$ cat src/rtl/sc_entry_pkg.sv
package sc_entry_pkg;

    localparam int XLEN      = 64;
    localparam int LEVEL_W   = 7;
    localparam int PC_STEP   = 4;
    localparam int SLOT_LOG2 = 5;

    localparam logic [XLEN-1:0] CLASSIC_TARGET = 64'h0000_0000_0000_0C00;
    localparam logic [XLEN-1:0] VECTOR_BASE    = 64'h0000_0000_0001_7000;

    typedef enum logic {
        CALL_CLASSIC = 1'b0,
        CALL_VECTOR  = 1'b1
    } call_kind_e;

    typedef struct packed {
        logic             valid;
        call_kind_e       kind;
        logic [XLEN-1:0]  ret_addr;
        logic [XLEN-1:0]  image;
        logic [XLEN-1:0]  state;
        logic [XLEN-1:0]  target;
    } call_result_t;

    // Keep-mask for the saved image; positions given with bit 0 as MSB.
    function automatic logic [XLEN-1:0] image_keep_mask();
        logic [XLEN-1:0] m;
        for (int i = 0; i < XLEN; i++) begin
            m[XLEN-1-i] = !(((i >= 33) && (i <= 36)) || ((i >= 42) && (i <= 47)));
        end
        return m;
    endfunction

endpackage

$ cat src/rtl/sc_image_mask.sv
module sc_image_mask
    import sc_entry_pkg::*;
(
    input  logic [XLEN-1:0] state_in,
    output logic [XLEN-1:0] image_out
);
    localparam logic [XLEN-1:0] KEEP = image_keep_mask();

    always_comb begin
        image_out = state_in & KEEP;
    end
endmodule

$ cat src/rtl/sc_target_gen.sv
module sc_target_gen
    import sc_entry_pkg::*;
#(
    parameter int LVL_W = LEVEL_W
) (
    input  call_kind_e        kind,
    input  logic [LVL_W-1:0]  lvl,
    output logic [XLEN-1:0]   target
);
    localparam int PAD_W = XLEN - LVL_W - SLOT_LOG2;

    logic [XLEN-1:0] slot_off;

    always_comb begin
        slot_off = {{PAD_W{1'b0}}, lvl, {SLOT_LOG2{1'b0}}};
        unique case (kind)
            CALL_CLASSIC: target = CLASSIC_TARGET;
            CALL_VECTOR:  target = VECTOR_BASE + slot_off;
            default:      target = CLASSIC_TARGET;
        endcase
    end
endmodule

$ cat src/rtl/sc_result_reg.sv
module sc_result_reg
    import sc_entry_pkg::*;
(
    input  logic          clk,
    input  logic          rst,
    input  call_result_t  d,
    output call_result_t  q
);
    always_ff @(posedge clk) begin
        if (rst) begin
            q <= '0;
        end else begin
            q <= d;
            if (!d.valid) begin
                q.kind <= CALL_CLASSIC;
            end
        end
    end
endmodule

$ cat src/rtl/sc_entry_unit.sv
module sc_entry_unit
    import sc_entry_pkg::*;
#(
    parameter int LVL_W = LEVEL_W
) (
    input  logic              clk,
    input  logic              rst,
    input  logic              start,
    input  logic              vec_sel,
    input  logic [XLEN-1:0]   cur_pc,
    input  logic [XLEN-1:0]   cur_state,
    input  logic [XLEN-1:0]   new_state,
    input  logic [LVL_W-1:0]  level,
    output logic              res_valid,
    output logic [XLEN-1:0]   ret_addr,
    output logic              ret_to_save0_we,
    output logic              ret_to_link_we,
    output logic [XLEN-1:0]   img_val,
    output logic              img_to_save1_we,
    output logic              img_to_count_we,
    output logic              state_we,
    output logic [XLEN-1:0]   state_val,
    output logic [XLEN-1:0]   next_pc
);
    localparam logic [XLEN-1:0] STEP = XLEN'(PC_STEP);

    call_kind_e       kind_d;
    logic [XLEN-1:0]  image_d;
    logic [XLEN-1:0]  target_d;
    call_result_t     res_d;
    call_result_t     res_q;

    assign kind_d = vec_sel ? CALL_VECTOR : CALL_CLASSIC;

    sc_image_mask u_mask (
        .state_in  (cur_state),
        .image_out (image_d)
    );

    sc_target_gen #(.LVL_W(LVL_W)) u_target (
        .kind   (kind_d),
        .lvl    (level),
        .target (target_d)
    );

    always_comb begin
        res_d          = '0;
        res_d.valid    = start;
        res_d.kind     = kind_d;
        res_d.ret_addr = cur_pc + STEP;
        res_d.image    = image_d;
        res_d.state    = new_state;
        res_d.target   = target_d;
    end

    sc_result_reg u_reg (
        .clk (clk),
        .rst (rst),
        .d   (res_d),
        .q   (res_q)
    );

    assign res_valid       = res_q.valid;
    assign ret_addr        = res_q.ret_addr;
    assign img_val         = res_q.image;
    assign state_val       = res_q.state;
    assign next_pc         = res_q.target;
    assign state_we        = res_q.valid;
    assign ret_to_save0_we = res_q.valid && (res_q.kind == CALL_CLASSIC);
    assign img_to_save1_we = res_q.valid && (res_q.kind == CALL_CLASSIC);
    assign ret_to_link_we  = res_q.valid && (res_q.kind == CALL_VECTOR);
    assign img_to_count_we = res_q.valid && (res_q.kind == CALL_VECTOR);


    classic_we_chk: assert property (@(posedge clk) disable iff (rst)
        (start && !vec_sel) |=> (ret_to_save0_we && img_to_save1_we && !ret_to_link_we && !img_to_count_we));


    vector_we_chk: assert property (@(posedge clk) disable iff (rst)
        (start && vec_sel) |=> (ret_to_link_we && img_to_count_we && !ret_to_save0_we && !img_to_save1_we));


    ret_addr_chk: assert property (@(posedge clk) disable iff (rst)
        start |=> (ret_addr == $past(cur_pc) + STEP));


    image_fields_chk: assert property (@(posedge clk) disable iff (rst)
        start |=> ((img_val[30:27] == 4'b0) && (img_val[21:16] == 6'b0) && (img_val[63:31] == $past(cur_state[63:31]))));


    classic_target_chk: assert property (@(posedge clk) disable iff (rst)
        (start && !vec_sel) |=> (next_pc == CLASSIC_TARGET));


    new_state_chk: assert property (@(posedge clk) disable iff (rst)
        start |=> (state_we && state_val == $past(new_state)));


    idle_chk: assert property (@(posedge clk) disable iff (rst)
        !start |=> (!res_valid && !state_we && !ret_to_save0_we && !ret_to_link_we));
endmodule

$ cat config.mk
export PLATFORM = sky130hd
export DESIGN_NAME = sc_entry_unit
export DESIGN_NICKNAME = d
export VERILOG_FILES = /design/src/rtl/sc_entry_pkg.sv /design/src/rtl/sc_image_mask.sv /design/src/rtl/sc_target_gen.sv /design/src/rtl/sc_result_reg.sv /design/src/rtl/sc_entry_unit.sv
export SDC_FILE = /design/constraint.sdc
export NUM_CORES = 1
export LEC_CHECK = 0
export BUFFER_PORTS_ARGS = -buffer_cell sky130_fd_sc_hd__buf_2
export CAP_MARGIN = 20
export CORE_AREA = 10 10 173 175
export CTS_CLUSTER_SIZE = 30
export DETAILED_ROUTE_END_ITERATION = 16
export DIE_AREA = 0 0 183 185
export PLACE_DENSITY = 0.63
export SLEW_MARGIN = 10
export SYNTH_ARGS = -nofsm -noshare
export SYNTH_HDL_FRONTEND = slang
export SYNTH_SLANG_ARGS = --single-unit
$ cat constraint.sdc
create_clock -name clk -period 3.8 [get_ports clk]
set_input_delay 0.19 -clock clk [delete_from_list [all_inputs] [get_ports clk]]
set_output_delay 0.19 -clock clk [all_outputs]
set_load 0.01 [all_outputs]
==> summary.md, run 1 <==
For this run the aggregate overflow at the end of global routing stands at 0. The wire-length estimate of the detail-placed layout is 20300 um. The initialized floorplan defines 60 standard-cell rows.

The synthesized design contains 192 register bits. Number of H-tree branching levels: 4. After detailed routing, the average wire length per cell comes to 17.8 um.

In the final layout, the multi-input gates occupy 2600 um^2. For the final routed database, the setup TNS stands at 0 ns. Global routing used 15.2% of the available tracks across all layers. The post-route DRC violation count came out at 0.

Synthesis handed over a netlist of 875 instances. The critical path ends at u_reg.q[254]. The clock period minus final worst setup slack is 2.52 ns.

The pre-antenna-repair detailed-routing pass consisted of 4 iterations. The die span in y is 185 um. The final layout contains 1391 nets. Max-slew violation count: 0. The logs give 396 MHz for the fmax and 0.00513 uW for the standby leakage power. The arithmetic-cell share of the synthesized area counting full adders, half adders and majority gates works out to 0.151%. The run gives 0 as the number of endpoints failing setup at the final stage. The largest registers in the layout are u_reg.q (192).

STA puts the critical path data arrival time at 2.87 ns. The effective utilization at floorplan is 31.2%, and the cell area power density is 437 nW/um^2. The worst hold margin is 0.0194 ns, and the number of synthesized flops with an enable pin is 0. TritonCTS built the clock tree.

After detailed routing, the total wire length is 27600 um. The worst setup path is launched from an input port. Dividing the detail-routed via count by the number of cells gives 4.23. After clock tree synthesis, the clock-pin slew on the worst setup and hold paths is 0.08 ns. Relative to the synthesized area, the layout overhead comes to 30.2%. A synthesized cell averages 9.48 um^2. The run gives 3840 um^2 as the register cell area after layout. Setup repair after global routing left no endpoint under its margin. For the worst setup path, the data required time is 4.15 ns. The tool flagged a number of max-cap violations equal to 0. The width of the die was 183 um; the final worst-path cycle share was 66.4%. Summing the areas of all compound-gate instances in the mapped netlist gives 2.87% of the synthesized area. Cells with a size suffix above 1 make up 36.0% of the layout. Counting distinct cell types in the post-synthesis netlist gives 29. IR analysis of the VDD net gives a maximum drop of 0.000253 V. In this run the cell area of the synthesized design comes to 8290 um^2. Via count of the first global-routing pass: 6784.

For the initial antenna violation count, the log shows 3. The cell at the root of the clock tree is clkbuf_16. For this design the top-level I/O count stands at 465.

Across all layers, the routed design uses 6533 vias. The port buffer count works out to 391. The biggest fanout along the worst timing path is 10. STA classifies the critical path endpoint as a flip-flop. Multiplexer cells account for 0% of the synthesized area.

In this run the tightest slew margin relative to its limit is 54.7%. The clock passes through at most 2 buffers. The beginning of the critical path was cur_pc[2].

After Yosys synthesis, XOR and XNOR cells account for 4.01% of the synthesized area. Once detail routing completed, the nets flagged for antenna violations numbered 0. In the synthesized netlist the async set-or-reset flop fraction comes to 0%. The run finished with clean final reports. Core area: 26600 um^2. Entering global routing, the biggest net connects 85 pins. Counting the fill cells in the layout gives 2620.

In this run, the number of DRC markers left after iteration 0 of detailed routing was 296. The first global-routing pass estimated 39900 um of wire. More flip-flops sit in one register than any other, and that register is u_reg.q. In this run, CTS created clock tree buffers numbering 17. The post-synthesis share of cell area spent on and, or, nand and nor gates was 21.4%. Power comes to 4720 uW. In this run the post-CTS setup repair buffer count came out at 0. The clock net sink count is 192.

Top flip-flop cell by instance count after synthesis: dfxtp_1. The worst setup path is of the in -> reg kind. The number of flip-flops under the largest register name is 192, and the count of hold buffers inserted by post-cts repair is 121. The number of warnings issued by yosys came out at 0. The post-synthesis sequential area ratio was 46.3%. At the pin with the least slew margin, the transition time is 0.680 ns. The congestion estimate from routability-driven global placement came to 0.834. For the number of failing hold endpoints at the final stage, the log shows 0. The die covers 33900 um^2.

For the post-cts gate resize count, the log shows 0. By area, the combinational part of the netlist is dominated by buffers and inverters. In this run the worst hold path is classified as in -> reg.
==> worst min path at each step <==
stage / startpoint / end / cells past startpoint
2_1_floorplan: cur_pc[2] / u_reg.q[194] / 1
3_3_place_gp: level[4] / u_reg.q[9] / 2
3_5_place_dp: level[3] / u_reg.q[8] / 2
4_1_cts: cur_pc[28] / u_reg.q[220] / 3
5_1_grt: cur_pc[27] / u_reg.q[219] / 3
6_report: cur_state[52] / u_reg.q[180] / 2
==> logic make-up after synthesis <==
kind of cell    count (synthesis)
other cells                     1
compound gates                 44
simple gates                  304
fa+ha+maj                       1
xor+xnor                       38
buf+inv                       295
flops                         192
==> Yosys cell counts (5+ instances only) <==
cell      instances  area, um^2
buf_4           259        1940
dfxtp_1         192        3840
nor2b_1         124         776
nor2_1           45         169
nand4_1          25         156
xor2_1           24         210
a21oi_1          22         110
clkbuf_1         21        78.8
nand3_1          20         100
nand2_1          19        71.3
or3_1            16         100
o21ai_0          15        75.1
xnor2_1          14         123
and4_1           12         105
and3_1           11        68.8
and2_1            7        43.8
inv_1             7        26.3
nor4_1            7        43.8
o31ai_1           7        52.6
or4_1             7        52.6
buf_2             6        30.0
nor3_1            5        25.0
==> metal layers <==
metal  vias up  track usage (%)  part of all wire, %
li1       3138                -                    -
met1      3050             16.5                   39
met2       314             26.2                   50
met3        29             6.41                  9.4
met4         2             5.25                  1.9
met5         -                0                0.047
==> critical path: stages <==
cell and delay [ns]:
dlygate4sd3_1 0.54, buf_2 0.15, ha_1 0.21, nand4_1 0.15, nor3_2 0.54, nand4_2 0.36
or4_1 0.58, a21oi_1 0.15
==> area by class of cell <==
cell class,count,area share (%)
diodes,4,0.0927
clock buffers,17,3.94
clock inverters,15,2.06
inverters,7,0.243
multi-input cells,450,24.1
flip-flops and latches,192,35.6
well taps,341,3.95
repair buffers,519,30.0
==> cells in the final DEF (no fill, tap or decap), drive strengths merged <==
master / instances
nor4: 8
nor3: 5
clkinv: 5
o31ai: 7
nand3: 20
dfxtp: 192
and3: 11
a21oi: 22
inv: 16
or4: 7
xor2: 24
buf: 396
or3: 16
nor2b: 124
and4: 12
clkbuf: 17
dlygate4sd3: 123
bufinv: 1
nor2: 45
nand4: 27
o21ai: 15
or2: 1
nand2b: 2
and2: 7
conb: 63
ha: 1
diode: 4
xnor2: 14
nand2: 19
==> per-stage QoR <==
stage	util, %	instance area, um^2	worst slack [ns]	instances
after global placement	33.5	8910	1.38	1386
after CTS	40.5	10800	1.27	1539
after floorplan	-	8530	1.97	937
after detailed placement	33.5	8910	1.35	1386
after global routing	40.6	10800	1.13	1543
final	40.6	10800	1.28	1545
==> report_power, final <==
part           total, uW  leakage, uW  internal (uW)  switching (uW)
sequential          2150      0.00160           2120            28.4
clock               1960     0.000313            985             972
combinational        613      0.00321            294             319
(Power assumes the default switching activity.)
==> inputs of run 2 (changes only) <==
--- a/config.mk
+++ b/config.mk
@@ -5,13 +5,14 @@
 export SDC_FILE = /design/constraint.sdc
 export NUM_CORES = 1
 export LEC_CHECK = 0
+export ABC_AREA = 1
 export BUFFER_PORTS_ARGS = -buffer_cell sky130_fd_sc_hd__buf_2
 export CAP_MARGIN = 20
-export CORE_AREA = 10 10 173 175
+export CORE_AREA = 10 10 170 172
 export CTS_CLUSTER_SIZE = 30
 export DETAILED_ROUTE_END_ITERATION = 16
-export DIE_AREA = 0 0 183 185
-export PLACE_DENSITY = 0.63
+export DIE_AREA = 0 0 180 182
+export PLACE_DENSITY = 0.72
 export SLEW_MARGIN = 10
 export SYNTH_ARGS = -nofsm -noshare
 export SYNTH_HDL_FRONTEND = slang
==> constraint.sdc (replaced) <==
create_clock -name clk -period 2.3 [get_ports clk]
set_input_delay 0.115 -clock clk [delete_from_list [all_inputs] [get_ports clk]]
set_output_delay 0.115 -clock clk [all_outputs]
set_load 0.01 [all_outputs]
==> run 2 against run 1 <==
  * Count of clock-buffer cells in the layout increased by 1
  * Synthesized area rose by 13%
  * Total power increased by 67%
  * Core utilization increased by 7.6 points
  * Sequential power grew 65%
  * Synthesized cell count rose by 49%
  * Non-clock buffer count up 45
  * Hold slack worse by 0.0021 ns
  * Final area grew 14%
  * Wire length rose by 20%
  * Via count is 29% higher
  * Largest cell class unchanged
  * Highest routed layer is now met4
==> summary.md, run 2 <==
The combinational fraction of design power is 15.2% (was 13.0%). The top flip-flop cell by instance count after synthesis was dfxtp_1 (unchanged). The most frequent cell after synthesis was nor2_1 (was buf_4). Setup repair after global routing left no endpoint under its margin. The critical path launch point type was an input port (unchanged).

The worst-path cell with the longest stage delay was dlygate4sd3_1 (was or4_1). The number of flip-flops under the largest register name came out at 192 (unchanged). The startpoint of the most critical hold path is cur_pc[8] (was cur_state[52]). The logs give 0 ns (unchanged) for the setup TNS and 8935 (was 6784) for the via count of the first global-routing pass.

The switching power share of the total was 28.2% (was 28.0%). The overall global routing resource usage was 19.5% (was 15.2%); the met2 track demand over resource in global routing was 35.3% (was 26.2%). The tools report the number of nets in the layout as 1873 (was 1391). For the finished layout, the period the worst path requires is 1.75 ns.

The number of endpoints failing setup at the final stage was 0 (unchanged). The endpoint arrival time on the critical path came out at 2.07 ns (was 2.87 ns). Busiest layer in global routing: met2 (unchanged). The core area was 25600 um^2 (was 26600 um^2).

The standby leakage power is 0.00692 uW (was 0.00513 uW). The logs give 0.921 (was 0.834) for the last weighted congestion value of the routability-driven placer and 0.000566 V (was 0.000253 V) for the maximum vdd drop. For the required time reported for the critical path endpoint, the log shows 2.62 ns (was 4.15 ns). The max-slew violation count was 0 (unchanged); the CTS clock-pin slew for the worst setup and hold paths was 0.08 ns (about the same).

Timing would allow up to 572 MHz. The number of nets with antenna violations after routing was 0 (unchanged). Biggest regs: u_reg.q (192) (unchanged). The ratio of cells with drive above 1 in the final layout was 28.2% (was 36.0%); the slew at the pin with the worst max-slew slack was 0.664 ns (was 0.680 ns). The post-synthesis cell count is 1303 (was 875). The post-synthesis area per instance is 7.21 um^2 (was 9.48 um^2).

The total number of cells along the worst setup path was 12 (was 8); the final wirelength was 33100 um (was 27600 um). Number of synthesized flops with an enable pin: 0 (unchanged). Worst setup path endpoint: u_reg.q[230] (was u_reg.q[254]).

The logs give 28 (was 29) for the count of cell types in the netlist and 20.6% (was 16.5%) for the met1 usage in global routing. The final worst-path cycle share works out to 76.0%. The final global-route overflow total is 0 (unchanged), and the area of the die is 32800 um^2 (was 33900 um^2). The critical path endpoint category was a flip-flop (unchanged). The biggest fanout along the worst timing path works out to 7 (was 10). The vias per cell is 4.17 (was 4.23), and the number of inserted diodes is 0 (was 4). The cell area power density is 638 nW/um^2 (was 437 nW/um^2). The flow ran to the end, and the final reports show no timing, DRC or antenna violations.

Share of Yosys cell area claimed by the top area cell type: 40.9% (was 46.3%). The tightest slew margin relative to the limit was 55.8% (was 54.7%). The most frequent standard cell in the layout excluding fill and tap cells is buf_2 (unchanged). The beginning of the critical path was cur_pc[2] (unchanged).

The tools report the cell at the root of the clock tree as clkbuf_16 (unchanged). The fraction of met3 tracks used by global routing is 5.77% (was 6.41%), and the max-capacitance violation count is 0 (unchanged). The die span in y came out at 182 um (was 185 um).

TritonCTS built the clock tree. The run gives 448 (was 296) as the number of DRC markers after the initial detailed-route iteration. The buffer and inverter count on the worst path works out to 2 (unchanged). The global-route wire length before repair came out at 51000 um (was 39900 um). The run gives 36.7% (was 31.2%) as the effective utilization at floorplan. The kind of cell with the highest combined delay on the critical path was simple AND/OR/NAND/NOR gates (unchanged). The port buffer count was 391 (unchanged); the total iterations of the first detailed-routing run was 5 (was 4). The run gives 40.9% (was 46.3%) as the post-synthesis sequential area ratio. The tools report the pin count of the biggest net entering global routing as 147 (was 85). Biggest area contributors in the synthesized netlist: dfxtp_1, buf_4, nor2_1, inv_1, nand2_1 (was dfxtp_1, buf_4, nor2b_1, xor2_1, nor2_1). The half-perimeter wire length of the detailed placement result was 24200 um (was 20300 um).

Register ranked first by flip-flop count: u_reg.q (unchanged). The number of warnings issued by yosys came out at 0 (unchanged). The tools report the via count as 8412 (was 6533). The logs give 17 (unchanged) for the number of buffers inserted during clock tree synthesis and 192 (unchanged) for the clock net sink count. The count of state elements after synthesis works out to 192 (unchanged). The area growth from synthesis to layout was 31.5% (was 30.2%).

Sequential fraction of design power: 45.1% (was 45.5%). The run gives 465 (unchanged) as the I/O pin count. The number of rows in the core area is 59 (was 60). The cell with the most instances on the worst path is nand2_1. The run gives 48.2% (was 40.6%) as the post-route core utilization. Internal power consumption: 5650 uW (was 3400 uW).

The tools report the post-synthesis instance area as 9390 um^2 (was 8290 um^2). The type of the worst min-delay path is in -> reg (unchanged). For the number of H-tree branching levels, the log shows 4 (unchanged). The switching power summed over all nets is 2220 uW (was 1320 uW). Chain of cells forming the critical path: dlygate4sd3_1 -> buf_2 -> ha_1 -> nand2_1 -> nor2_4 -> nand2_4 -> nor2_8 -> nand2_2 -> nor2_1 -> nand2_1 -> nand2_1 -> nor2_1 (was dlygate4sd3_1 -> buf_2 -> ha_1 -> nand4_1 -> nor3_2 -> nand4_2 -> or4_1 -> a21oi_1). The average wire per cell in the routed design is 16.4 um (was 17.8 um), and the number of failing hold endpoints at the final stage is 0 (unchanged).

Leading cell types in the layout, fill and taps excluded: buf_2, nor2_1, inv_1 (was buf_2, dfxtp_1, nor2b_1). The share of async-settable or async-resettable flops after synthesis is 0% (unchanged), and the post-route DRC violation count is 0 (unchanged). Worst stage delay on the critical path: 0.53 ns (was 0.58 ns).

Most used standard cells in the synthesized netlist: nor2_1, buf_4, inv_1 (was buf_4, dfxtp_1, nor2b_1). The tools report the clock tree buffer depth as 2 (unchanged). The tools report the portion of total power attributed to the clock network as 39.7% (was 41.5%). The classification of the worst setup path was in -> reg (unchanged).

The width of the die is 180 um (was 183 um). The cell taking the most area after synthesis was dfxtp_1 (unchanged). The initial antenna violation count was 0 (was 3).
run 2: cell types whose count changed in the layout (fill, tap and decap cells not counted), moves of 14 or more:
cell	before	now
dlygate4sd3_1	123	171
nand2_1	19	195
nor2_1	45	281
nor2b_1	124	0
nand4_1	25	3
or3_1	16	0
inv_1	7	211
nand2_2	0	17
xor2_1	24	10
xnor2_1	14	0
run 2: worst min path at each step:
stage / end / slack [ns] / cells after the start
5_1_grt: u_reg.q[230] / 0.01 / 3
6_report: u_reg.q[200] / 0.02 / 3
3_3_place_gp: u_reg.q[74] / 0.31 / 3
2_1_floorplan: u_reg.q[194] / 0.19 / 1
4_1_cts: u_reg.q[200] / 0.0008 / 3
3_5_place_dp: u_reg.q[181] / 0.32 / 3
run 2: what timing repair did:
action | CTS | global route
gates resized for setup | 0 | 0
setup endpoints to repair | 0 | 0
hold buffers | 171 | 0
hold endpoints to repair | 170 | 0
setup buffers | 0 | 0
run 2: routing by layer:
layer,part of all wire [%],wire [um]
met1,39,12700
met2,51,16700
met3,7.1,2360
met4,3.8,1240
met5,0,0
run 2: power groups by stage:
stage | clock network (uW) | registers, uW | logic, uW
after CTS | 3210 | 3550 | 1180
after detailed placement | 0 | 3620 | 940
after global placement | 0 | 3620 | 930
final | 3130 | 3550 | 1200
after floorplan | 0 | 3610 | 758
after global routing | 3340 | 3570 | 1310
run 2: cells by family after synthesis:
logic type | count (synthesis) | share of synthesized area [%]
buffers and inverters | 497 | 30.2
AO/OA/AOI/OAI | 56 | 3.33
AND/OR/NAND/NOR | 546 | 24.4
flip-flops | 192 | 40.9
other | 1 | 0.0399
adder cells (fa/ha/maj) | 1 | 0.133
XOR/XNOR | 10 | 0.932
run 2: per-stage QoR:
step	instances	hold WS (ns)	setup WS, ns	instance area (um^2)	total power, uW
floorplan	1365	0.187	1.14	9630	4370
global placement	1814	0.314	0.682	10000	4550
detailed placement	1814	0.321	0.689	10000	4560
CTS	2017	0.000849	0.594	12300	7940
global route	2017	0.0122	0.446	12300	8220
finish	2017	0.0174	0.551	12300	7880
run 2: area by class of cell:
cell class / count / area [um^2]
fill: 2368 / 13300
sequential: 192 / 3840
timing repair buffer: 564 / 3700
multi-input combinational: 676 / 2940
inverter: 218 / 820
clock buffer: 18 / 439
tap: 335 / 419
clock inverter: 14 / 186
==> inputs of run 3 (changes only) <==
--- a/config.mk
+++ b/config.mk
@@ -5,14 +5,14 @@
 export SDC_FILE = /design/constraint.sdc
 export NUM_CORES = 1
 export LEC_CHECK = 0
-export ABC_AREA = 1
+export ABC_AREA = 0
 export BUFFER_PORTS_ARGS = -buffer_cell sky130_fd_sc_hd__buf_2
 export CAP_MARGIN = 20
-export CORE_AREA = 10 10 170 172
+export CORE_AREA = 10 10 174 176
 export CTS_CLUSTER_SIZE = 30
 export DETAILED_ROUTE_END_ITERATION = 16
-export DIE_AREA = 0 0 180 182
-export PLACE_DENSITY = 0.72
+export DIE_AREA = 0 0 184 186
+export PLACE_DENSITY = 0.63
 export SLEW_MARGIN = 10
 export SYNTH_ARGS = -nofsm -noshare
 export SYNTH_HDL_FRONTEND = slang
==> constraint.sdc (replaced) <==
create_clock -name clk -period 1.7 [get_ports clk]
set_input_delay 0.085 -clock clk [delete_from_list [all_inputs] [get_ports clk]]
set_output_delay 0.085 -clock clk [all_outputs]
set_load 0.01 [all_outputs]
==> run 3 against run 2 <==
  * Sequential power increased by 35%
  * Count of clock-buffer cells in the layout decreased by 1
  * Die area increased by 4.5%
  * Cell count decreased by 18%
  * Largest power group unchanged
  * Global-route usage decreased by 3.8 points
  * Wire length decreased by 13%
  * Critical path type unchanged
  * Setup slack got worse by 0.49 ns
  * Combinational power increased by 28%
==> summary.md, run 3 (synthesized netlist as in run 1, its figures left out) <==
Worst hold margin: 0.0123 ns (was 0.0174 ns). The final global-route overflow total was 0 (unchanged). For the number of rows in the core area, the log shows 60 (was 59).

The max-capacitance violation count was 0 (unchanged); the number of flip-flops under the largest register name was 192 (unchanged). The run gives 1450 (was 1814) as the number of placed instances, taps included. The number of nets with antenna violations after routing was 0 (unchanged); the core area was 26700 um^2 (was 25600 um^2). Chain of cells forming the critical path: dlygate4sd3_1 -> buf_4 -> and4_4 -> nand3_2 -> or3_1 -> or3_1 -> a21oi_2 (was dlygate4sd3_1 -> buf_2 -> ha_1 -> nand2_1 -> nor2_4 -> nand2_4 -> nor2_8 -> nand2_2 -> nor2_1 -> nand2_1 -> nand2_1 -> nor2_1). The last weighted congestion value of the routability-driven placer was 0.833 (was 0.921).

The logs give 6916 (was 8412) for the via count and 4 (was 5) for the total iterations of the first detailed-routing run. Standby leakage power: 0.00560 uW (was 0.00692 uW). The tools report the summed area of non-filler cells in the final layout as 11700 um^2 (was 12300 um^2). The max-slew violation count was 0 (unchanged).

The tools report the fmax as 612 MHz. The internal power consumption is 7690 uW (was 5650 uW), and the vias per cell is 4.19 (was 4.17). The number of nets in the layout was 1495 (was 1873); the final worst-path cycle share was 96.1%. Classification of the worst setup path: in -> reg (unchanged).

The overall global routing resource usage was 15.8% (was 19.5%); the cell area power density was 903 nW/um^2 (was 638 nW/um^2). The cell count of the worst hold path is 2 (was 3). Area of the die: 34200 um^2 (was 32800 um^2).

The switching power share of the total is 27.2% (was 28.2%), and the combinational fraction of design power is 14.5% (was 15.2%). The type of the worst min-delay path was in -> reg (unchanged). The run gives 0 (unchanged) as the number of failing hold endpoints at the final stage. The post-route DRC violation count was 0 (unchanged). The run gives 206 (was 448) as the number of DRC markers after the initial detailed-route iteration. Cell with the most instances on the worst path: or3_1 (was nand2_1).

The startpoint of the most critical hold path is rst (was cur_pc[8]). The CTS clock-pin slew for the worst setup and hold paths came out at 0.09 ns (was 0.08 ns). The area growth from synthesis to layout is 41.1% (was 31.5%), and the die span in y is 186 um (was 182 um). The port buffer count is 391 (unchanged). TritonCTS built the clock tree.

Cell at the root of the clock tree: clkbuf_16 (unchanged). The number of non-filler instances in the completed layout is 1650 (was 2017). Average wire per cell in the routed design: 17.5 um (was 16.4 um). The initial antenna violation count came out at 5 (was 0). The I/O pin count was 465 (unchanged).

Critical path endpoint category: a flip-flop (unchanged). The most frequent standard cell in the layout excluding fill and tap cells was buf_2 (unchanged). Leading cell types in the layout, fill and taps excluded: buf_2, dfxtp_1, dlygate4sd3_1 (was buf_2, nor2_1, inv_1). The global-route wire length before repair was 41500 um (was 51000 um); the biggest fanout along the worst timing path was 6 (was 7).

The run gives 2880 uW (was 2220 uW) as the switching power summed over all nets. The tools report the sequential fraction of design power as 45.4% (was 45.1%). The register ranked first by flip-flop count is u_reg.q (unchanged).

The final wirelength was 28900 um (was 33100 um); the clock tree buffer depth was 2 (unchanged). The buffer and inverter count on the worst path works out to 2 (unchanged). The worst-path cell with the longest stage delay is dlygate4sd3_1 (unchanged). The pin count of the biggest net entering global routing came out at 61 (was 147). Number of H-tree branching levels: 4 (unchanged). The tools report the critical path launch point type as an input port (unchanged). The clock net sink count was 192 (unchanged); the portion of total power attributed to the clock network was 40.1% (was 39.7%). Worst stage delay on the critical path: 0.53 ns (about the same). The number of buffers inserted during clock tree synthesis is 17 (unchanged), and the clock period minus final worst setup slack is 1.63 ns. The endpoint arrival time on the critical path was 2.01 ns (was 2.07 ns). The half-perimeter wire length of the detailed placement result came out at 21600 um (was 24200 um).

The kind of cell with the highest combined delay on the critical path is simple AND/OR/NAND/NOR gates (unchanged). For the effective utilization at floorplan, the log shows 31.0% (was 36.7%). The via count of the first global-routing pass was 7211 (was 8935). The end of the worst hold path was u_reg.q[135] (was u_reg.q[200]).

Biggest regs: u_reg.q (192) (unchanged). The number of fill cells in the layout was 2520 (was 2368). The run gives 0 (unchanged) as the number of endpoints failing setup at the final stage. The ratio of cells with drive above 1 in the final layout is 38.4% (was 28.2%), and the required time reported for the critical path endpoint is 2.07 ns (was 2.62 ns). The run gives 0.000617 V (was 0.000566 V) as the maximum vdd drop.

The run finished with clean final reports. The total cell area at the placement stage came out at 9400 um^2 (was 10000 um^2). The width of the die came out at 184 um (was 180 um).
run 3: per-stage QoR:
step / utilization, % / setup WS, ns / setup TNS, ns / total power (uW)
floorplan: - / 0.108 / 0 / 5810
global placement: 35.2 / -0.154 / -0.967 / 6100
detailed placement: 35.2 / -0.150 / -1.26 / 6110
CTS: 43.6 / 0.0145 / 0 / 10700
global route: 43.8 / -0.0132 / -0.0132 / 11000
finish: 43.8 / 0.0656 / 0 / 10600
run 3: power groups by stage:
stage / clock (uW) / sequential, uW / combinational, uW
after floorplan: 0 / 4890 / 921
after global placement: 0 / 4900 / 1200
after detailed placement: 0 / 4900 / 1210
after CTS: 4380 / 4790 / 1520
after global routing: 4560 / 4820 / 1660
final: 4230 / 4800 / 1530
run 3: what timing repair did:
action | 4_1_cts | 5_1_grt
hold endpoints to repair | 161 | 0
resized for setup | 0 | 6
setup buffers | 0 | 1
hold buffers | 162 | 0
endpoints found under the setup margin | 0 | 3
run 3: cell type report:
class                   count  area (um^2)  share of cell area, %
diodes                      5         12.5                  0.107
clock buffers              17          425                   3.64
clock inverters            15          209                   1.79
inverters                   7         26.3                  0.225
multi-input cells         450         2620                   22.4
flip-flops and latches    192         3840                   32.9
well taps                 341          427                   3.65
repair buffers            623         4140                   35.4
run 3: worst max path at each step:
stage | from | to | slack (ns) | cells after the start
2_1_floorplan | cur_pc[2] | u_reg.q[253] | 0.11 | 8
3_5_place_dp | cur_pc[30] | u_reg.q[255] | -0.15 | 7
6_report | cur_pc[54] | u_reg.q[251] | 0.07 | 7
3_3_place_gp | cur_pc[30] | u_reg.q[255] | -0.15 | 7
4_1_cts | cur_pc[54] | u_reg.q[251] | 0.01 | 7
5_1_grt | cur_pc[54] | u_reg.q[251] | -0.01 | 7
run 3: routing by layer:
layer	GRT usage [%]	vias to the layer above	wire (um)
li1	-	3352	-
met1	16.0	3213	10700
met2	28.9	319	15000
met3	6.04	32	2660
met4	5.47	0	553
met5	0	-	0
